<file path="src/rtl/irq_vc_pkg.sv">
package irq_vc_pkg;

   localparam int REG_W = 32;

   // Word index of each register (byte offset divided by four)
   typedef enum logic [2:0] {
      W_STATUS = 3'd0,
      W_PEND   = 3'd1,
      W_ENABLE = 3'd2,
      W_ACK    = 3'd3,
      W_SETEN  = 3'd4,
      W_CLREN  = 3'd5,
      W_VECTOR = 3'd6,
      W_MASTER = 3'd7
   } word_e;

   localparam logic [REG_W-1:0] NO_VECTOR = '1;

endpackage

</file>
<file path="src/rtl/irq_capture.sv">
module irq_capture #(
   parameter int                   NUM_LINES = 32,
   parameter logic [NUM_LINES-1:0] EDGE_MASK = '1
) (
   input  logic                 clk,
   input  logic                 rst_n,
   input  logic                 arm,
   input  logic [NUM_LINES-1:0] irq_in,
   input  logic [NUM_LINES-1:0] ack_mask,
   output logic [NUM_LINES-1:0] status
);

   logic [NUM_LINES-1:0] prev_q;
   logic [NUM_LINES-1:0] hit;

   for (genvar i = 0; i < NUM_LINES; i++) begin : g_line
      if (EDGE_MASK[i]) begin : g_edge
         assign hit[i] = irq_in[i] & ~prev_q[i];
      end else begin : g_level
         assign hit[i] = irq_in[i];
      end
   end

   always_ff @(posedge clk or negedge rst_n) begin
      if (!rst_n) begin
         prev_q <= '0;
         status <= '0;
      end else begin
         prev_q <= irq_in;
         status <= (status & ~ack_mask) | (hit & {NUM_LINES{arm}});
      end
   end

endmodule

</file>
<file path="src/rtl/irq_prio_enc.sv">
module irq_prio_enc #(
   parameter int NUM_LINES = 32,
   parameter int VEC_W     = 5
) (
   input  logic [NUM_LINES-1:0] req,
   output logic                 valid,
   output logic [VEC_W-1:0]     idx
);

   always_comb begin
      valid = 1'b0;
      idx   = '0;
      for (int i = NUM_LINES - 1; i >= 0; i--) begin
         if (req[i]) begin
            valid = 1'b1;
            idx   = VEC_W'(i);
         end
      end
   end

endmodule

</file>
<file path="src/rtl/irq_regfile.sv">
module irq_regfile
   import irq_vc_pkg::*;
#(
   parameter int NUM_LINES = 32,
   parameter int VEC_W     = 5,
   parameter int ADDR_W    = 5
) (
   input  logic                 clk,
   input  logic                 rst_n,
   input  logic                 bus_en,
   input  logic                 bus_we,
   input  logic [ADDR_W-1:0]    bus_addr,
   input  logic [REG_W-1:0]     bus_wdata,
   input  logic [NUM_LINES-1:0] status,
   input  logic [NUM_LINES-1:0] pending,
   input  logic                 vec_valid,
   input  logic [VEC_W-1:0]     vec_idx,
   output logic [NUM_LINES-1:0] enable,
   output logic [1:0]           master,
   output logic [NUM_LINES-1:0] ack_mask,
   output logic                 wr_ack,
   output logic [REG_W-1:0]     bus_rdata
);

   localparam int WORD_W = ADDR_W - 2;

   logic [WORD_W-1:0]    word;
   logic                 wr;
   logic [NUM_LINES-1:0] wmask;

   assign word  = bus_addr[ADDR_W-1:2];
   assign wr    = bus_en & bus_we;
   assign wmask = bus_wdata[NUM_LINES-1:0];

   function automatic logic hit_word(input logic [WORD_W-1:0] w, input word_e r);
      return w == WORD_W'(r);
   endfunction

   assign wr_ack   = wr & hit_word(word, W_ACK);
   assign ack_mask = wr_ack ? wmask : '0;

   always_ff @(posedge clk or negedge rst_n) begin
      if (!rst_n) begin
         enable <= '0;
         master <= '0;
      end else if (wr) begin
         if (hit_word(word, W_ENABLE)) enable <= wmask;
         if (hit_word(word, W_SETEN))  enable <= enable | wmask;
         if (hit_word(word, W_CLREN))  enable <= enable & ~wmask;
         if (hit_word(word, W_MASTER)) master <= bus_wdata[1:0];
      end
   end

   always_comb begin
      bus_rdata = '0;
      if (hit_word(word, W_STATUS)) bus_rdata = REG_W'(status);
      if (hit_word(word, W_PEND))   bus_rdata = REG_W'(pending);
      if (hit_word(word, W_ENABLE)) bus_rdata = REG_W'(enable);
      if (hit_word(word, W_VECTOR)) bus_rdata = vec_valid ? REG_W'(vec_idx) : NO_VECTOR;
      if (hit_word(word, W_MASTER)) bus_rdata = REG_W'(master);
   end

endmodule

</file>
<file path="src/rtl/irq_vector_ctrl.sv">
module irq_vector_ctrl
   import irq_vc_pkg::*;
#(
   parameter int                   NUM_LINES = 32,
   parameter logic [NUM_LINES-1:0] EDGE_MASK = '1,
   parameter int                   ADDR_W    = 5
) (
   input  logic                 clk,
   input  logic                 rst_n,
   input  logic [NUM_LINES-1:0] irq_in,
   input  logic                 bus_en,
   input  logic                 bus_we,
   input  logic [ADDR_W-1:0]    bus_addr,
   input  logic [31:0]          bus_wdata,
   output logic [31:0]          bus_rdata,
   output logic                 cpu_irq
);

   localparam int VEC_W = (NUM_LINES > 1) ? $clog2(NUM_LINES) : 1;

   if (NUM_LINES < 1 || NUM_LINES > REG_W) begin : g_bad_lines
      $error("NUM_LINES must lie between 1 and 32");
   end
   if (ADDR_W < 5) begin : g_bad_addr
      $error("ADDR_W must be at least 5 to reach all eight registers");
   end

   logic [NUM_LINES-1:0] status;
   logic [NUM_LINES-1:0] enable;
   logic [NUM_LINES-1:0] pending;
   logic [NUM_LINES-1:0] ack_mask;
   logic [1:0]           master;
   logic                 wr_ack;
   logic                 vec_valid;
   logic [VEC_W-1:0]     vec_idx;

   assign pending = status & enable;
   assign cpu_irq = master[0] & (|pending);

   irq_capture #(
      .NUM_LINES (NUM_LINES),
      .EDGE_MASK (EDGE_MASK)
   ) u_cap (
      .clk      (clk),
      .rst_n    (rst_n),
      .arm      (master[1]),
      .irq_in   (irq_in),
      .ack_mask (ack_mask),
      .status   (status)
   );

   irq_prio_enc #(
      .NUM_LINES (NUM_LINES),
      .VEC_W     (VEC_W)
   ) u_enc (
      .req   (pending),
      .valid (vec_valid),
      .idx   (vec_idx)
   );

   irq_regfile #(
      .NUM_LINES (NUM_LINES),
      .VEC_W     (VEC_W),
      .ADDR_W    (ADDR_W)
   ) u_regs (
      .clk       (clk),
      .rst_n     (rst_n),
      .bus_en    (bus_en),
      .bus_we    (bus_we),
      .bus_addr  (bus_addr),
      .bus_wdata (bus_wdata),
      .status    (status),
      .pending   (pending),
      .vec_valid (vec_valid),
      .vec_idx   (vec_idx),
      .enable    (enable),
      .master    (master),
      .ack_mask  (ack_mask),
      .wr_ack    (wr_ack),
      .bus_rdata (bus_rdata)
   );

endmodule

</file>
<file path="config.mk">
export PLATFORM = sky130hd
export DESIGN_NAME = irq_vector_ctrl
export DESIGN_NICKNAME = d
export VERILOG_FILES = /design/src/rtl/irq_vc_pkg.sv /design/src/rtl/irq_capture.sv /design/src/rtl/irq_prio_enc.sv /design/src/rtl/irq_regfile.sv /design/src/rtl/irq_vector_ctrl.sv
export SDC_FILE = /design/constraint.sdc
export NUM_CORES = 1
export LEC_CHECK = 0
export ABC_AREA = 1
export BUFFER_PORTS_ARGS = -buffer_cell sky130_fd_sc_hd__buf_4
export CORE_ASPECT_RATIO = 1.75
export CORE_UTILIZATION = 55
export CTS_CLUSTER_SIZE = 20
export DETAILED_ROUTE_END_ITERATION = 10
export GPL_ROUTABILITY_DRIVEN = 0
export PLACE_DENSITY = 0.81
export RECOVER_POWER = 25
export SYNTH_ARGS = -nofsm -noshare
export SYNTH_HDL_FRONTEND = slang
export SYNTH_SLANG_ARGS = --single-unit
</file>
<file path="constraint.sdc">
create_clock -name clk -period 2.7 [get_ports clk]
set_input_delay 0.27 -clock clk [delete_from_list [all_inputs] [get_ports clk]]
set_output_delay 0.27 -clock clk [all_outputs]
set_load 0.02 [all_outputs]
</file>
* Word level (Yosys, flattened, before mapping)
Index checks and enable logic that the tools add are counted.
Operators by class: reductions and logical operators 5, multiplexer cells 74, bitwise gates (word level) 75, eq/ne operators 7
Operators by type and width (number):
- 32-bit 2-to-1 mux | 10
- 5-bit 2-to-1 mux | 32
- 32-bit bitwise AND | 4
- 32-bit inverter | 2
- 32-bit bitwise OR | 2
- 1-bit bitwise AND | 35
- 1-bit 2-to-1 mux | 32
- 1-bit inverter | 32
- 32-bit OR reduction | 1
- 3-bit == test, second input constant | 4
- 3-bit by 2-bit == test with 1-bit output, second input constant | 2
- 2-bit AND reduction | 2
- 3-bit by 1-bit == test with 1-bit output, second input constant | 1
- 3-bit logical NOT | 1
- 3-bit nonzero test | 1
Word-level totals: bits of input ports 73, output and inout port bits 33, word-level logic and storage cells 165, register bits 98

* Longest topological paths before layout
word-level depth 36, depth in mapped cells 34, depth with buffers taken out 34

* Hierarchy
Synthesis repeated with hierarchy kept, for this count alone.
Unflattened totals: cells, all modules 980, area total of the unflattened synthesis 6182.2 sq um
Modules (own cells, without submodules):
- irq_regfile | sequential area each 850.8 sq um, cells each 550, area each 3101.7 sq um, times used 1
- irq_capture | sequential area each 1601.5 sq um, cells each 227, area each 2275.9 sq um, times used 1
- irq_prio_enc | sequential area each 0.0 sq um, cells each 107, area each 442.9 sq um, times used 1
- irq_vector_ctrl | sequential area each 0.0 sq um, cells each 96, area each 361.6 sq um, times used 1

* Worst setup path before layout
OpenSTA, ideal clock, no wires.
path type register -> output, start point register u_cap.status[30], end point output port bus_rdata[0], cell stages (with the launch flop) 34, setup slack 0.431 ns, data required time 2.430 ns, path buffers 0, data arrival time 1.999 ns, path through dfrtp_1 > nand2_1 > nand2_1 > nand2_1 > nand2_1 > nand2_1 > nand2_1 > nand2_1 > nand2_1 > nand2_1 > nand2_1 > nand2_1 > nand2_1 > nand2_1 > nand2_1 > nand2_1 > nand2_1 > nand2_1 > nand2_1 > nand2_1 > nand2_1 > nand2_1 > nand2_1 > nand2_1 > nand2_1 > nand2_1 > nand2_1 > nand2_1 > nand2_1 > nand2_1 > nand2_1 > nand2_1 > nand2_1 > a21oi_2
Between the ends: longest elaborated chain between the ends 35, elaborated cells on any way between the ends 66, classes of those cells 65 x mux; 1 x bitwise
Ends and longest elaborated chain:
- start, declared | line irq_capture.sv:10 | output logic [NUM_LINES-1:0] status
- start signal, assigned | line irq_capture.sv:30 | status <= (status & ~ack_mask) | (hit & {NUM_LINES{arm}});
- 32-bit bitwise AND (*) | line irq_vector_ctrl.sv:37 | assign pending = status & enable;
- 5-bit 2-to-1 mux or 1-bit 2-to-1 mux (tied branches) (31 in a row) | line irq_prio_enc.sv:14 | if (req[i]) begin
- 32-bit 2-to-1 mux (*) (2 in a row) | line irq_regfile.sv:59 | if (hit_word(word, W_VECTOR)) bus_rdata = vec_valid ? REG_W'(vec_idx) : NO_VECTOR;
- 32-bit 2-to-1 mux (*) | line irq_regfile.sv:60 | if (hit_word(word, W_MASTER)) bus_rdata = REG_W'(master);
- end, declared | line irq_vector_ctrl.sv:15 | output logic [31:0] bus_rdata,
Every way passes the cells marked *; elsewhere a longest branch is shown, timed or not.

* Worst setup path in the final report
Same ends and word-level chain as after synthesis.

==> metrics.yaml <==
grt_pass1_wl_microns: 22400
synth.cell_area_sq_um: 4870
wl_microns: 13900
ys_async_sr_fraction_pct: 100
grt_max_degree: 43
clock_skew_ns: 0.00651
critPathBufInv: 1
insertion_delay_ns: 0.35
cts_tree: "built"
placementRows: 45
track_usage_pct: 31.7
avgViaCountPerCell: 5.77
yosysSeqAreaShare_pct: 50.3
clock-root-buffer: "clkbuf_16"
cpMostUsedCell: "nand2_1"
clk_path_buf_depth: 2
cp_top_family: "simple AND/OR/NAND/NOR gates"
syn_avg_cell_area_sq_um: 7.84
hold_violations: 0
synth-edff-count: 0
netlist_top_cells_count: "nand2_1 (149), dfrtp_1 (98), inv_1 (69)"
dp_slack_ns: 0.194
die_area_sq_um: 9260
antenna_found_initial: 0
synthesis.nets: 695
cts-buffers-inserted: 9
synth_top_cell_by_area: "dfrtp_1"
yosys.cell_count.top_type: "nand2_1"
synthDistinctLibCells: 26
setup_violations: 2
synth_cells: 622
initial_core_util_pct: 56.6
drv_cap: 0
ys_warn_count: 0
avgRoutedWirePerCell_microns: 16.3
path_clk_slew_ns: 0.07
numClockSinks: 98
ys.flop_type: "dfrtp_1"
start_kind: "flop"
ys_seq_elements: 98
fin_crit_sh_pct: 107
detail-route-antenna-nets: 0
cpPeakStageDelay_ns: 0.39
gr-total-overflow: 0
htreeDepth: 3
critPathArrivalTime_ns: 2.62
failed_checks: "negative setup slack"
slew_violations: 0
num-nets-final: 806
diodes: 0
vias: 4931
required_ns: 2.43
layout_setup_ws_ns: -0.186
io_buffers: 103
worst_slew_pin_slew_ns: 1.02
slew_headroom_pct: 32.0
cellPowerDensity_nw_per_um2: 686
status: "finished with violations"
nFillCells: 710
dieHeight_microns: 127
critPathKind: "flop to output port"
period_minus_slack_ns: 2.89
placed_cells: 832
crit_path_max_fanout: 2
drive_gt1_share_pct: 22.0
yosys-top-cells-area: "dfrtp_1 (50%), nand2_1 (11%), inv_1 (5.3%), a21oi_1 (5.2%), nor2_1 (5.1%)"
hold_ws_ns: 0.0469
synthToLayoutAreaGrowth_pct: 26.5
hpwl_microns: 9580
core_area_sq_um: 8610
stdcell_count: 855
crit_slowest_cell: "dfrtp_1"
grt_setup_unrepaired: "true"
hold_path_class: "primary input to flop"
route.detailed.drc: 0
drt_iter0_drc: 486
die_w_microns: 73.2
pin_count: 106
leakage_nw: 2.96
vdd_drop_max_mv: 0.572
end_kind: "output port"
synth_top_area_share_pct: 50.3
grt_pass1_vias: 5008
fmax_mhz: 346
drtPass1Iterations: 5
report.power.total_w: 0.00423
## path summary, 6_finish.rpt
kind	startpoint	to	slack, ns	cells past startpoint
min in group asynchronous	rst_n	u_cap.status[2]$_DFF_PN0_	0.61	2
min	irq_in[0]	u_cap.prev_q[0]$_DFF_PN0_	0.05	1
max reg2reg	u_regs.master[1]$_DFFE_PN0P_	u_cap.status[31]$_DFF_PN0_	1.20	5
max in group asynchronous	rst_n	u_regs.enable[3]$_DFFE_PN0P_	1.06	3
min reg2reg	u_cap.prev_q[16]$_DFF_PN0_	u_cap.status[16]$_DFF_PN0_	0.49	3
max	u_cap.status[30]$_DFF_PN0_	bus_rdata[0]	-0.19	34
## cells by family after synthesis
logic type	after synthesis	share of synthesized area, %
buf+inv	104	8.06
simple gates	230	18.5
compound gates	190	23.1
flops	98	50.3
## report_power, final
part	switching (W)	internal, W	total, W
Sequential	0.000134	0.00166	0.00179
Clock	0.000562	0.000722	0.00128
Combinational	0.000718	0.000442	0.00116
## area by class of cell
cell class / count / area (sq um) / area share [%]
clock buffer: 10 / 229 / 3.71
clock inverter: 6 / 65.1 / 1.05
inverter: 78 / 293 / 4.75
multi-input combinational: 420 / 2040 / 33.1
sequential: 98 / 2450 / 39.8
tap: 117 / 146 / 2.37
timing repair buffer: 126 / 938 / 15.2
## sequential cells by signal (all words and copies together), names as in the netlist
register       cells
u_cap.prev_q      32
u_cap.status      32
u_regs.enable     32
u_regs.master      2
## stage by stage
stage / area [sq um] / setup TNS [ns] / util (%)
finish: 6170 / -0.341 / 71.6
CTS: 6160 / -0.205 / 71.5
global placement: 5820 / 0 / 67.6
global route: 6170 / -1.59 / 71.6
detailed placement: 5820 / 0 / 67.6
floorplan: 4870 / 0 / -
## cells in the final DEF, fill, tap and decap left out, types with 8 or more instances in the layout
cell type,instances
clkbuf_4,29
inv_1,69
nand2_1,148
o21ai_1,14
inv_2,8
a211oi_1,14
dfrtp_1,98
o21ai_0,44
o211ai_1,16
a21oi_1,51
buf_4,91
nand2_2,10
o22ai_1,32
clkbuf_16,9
a221oi_1,12
nor2_1,63
## worst register-to-register path, cell delays in order (launching register included)
cell and delay [ns]:
dfrtp_1 0.33, clkinv_1 0.42, buf_4 0.41, nor2_1 0.12, nand2_1 0.09, nand2_1 0.07
## per-layer routing
metal	track usage, %	share of wire, %	vias to the layer above
met5	0	0	-
li1	-	-	2304
met2	54.5	51	259
met1	35.8	37	2305
met3	5.80	7.5	63
met4	18.7	4.4	0
## what timing repair did
action | 4_1_cts | 5_1_grt
hold buffers | 1 | 0
resized for setup | 0 | 4
setup buffers | 5 | 1
hold endpoints to repair | 40 | 0
pin swaps | 1 | 7
setup endpoints to repair | 2 | 30
Note: power is estimated with default switching activity, not from simulation.
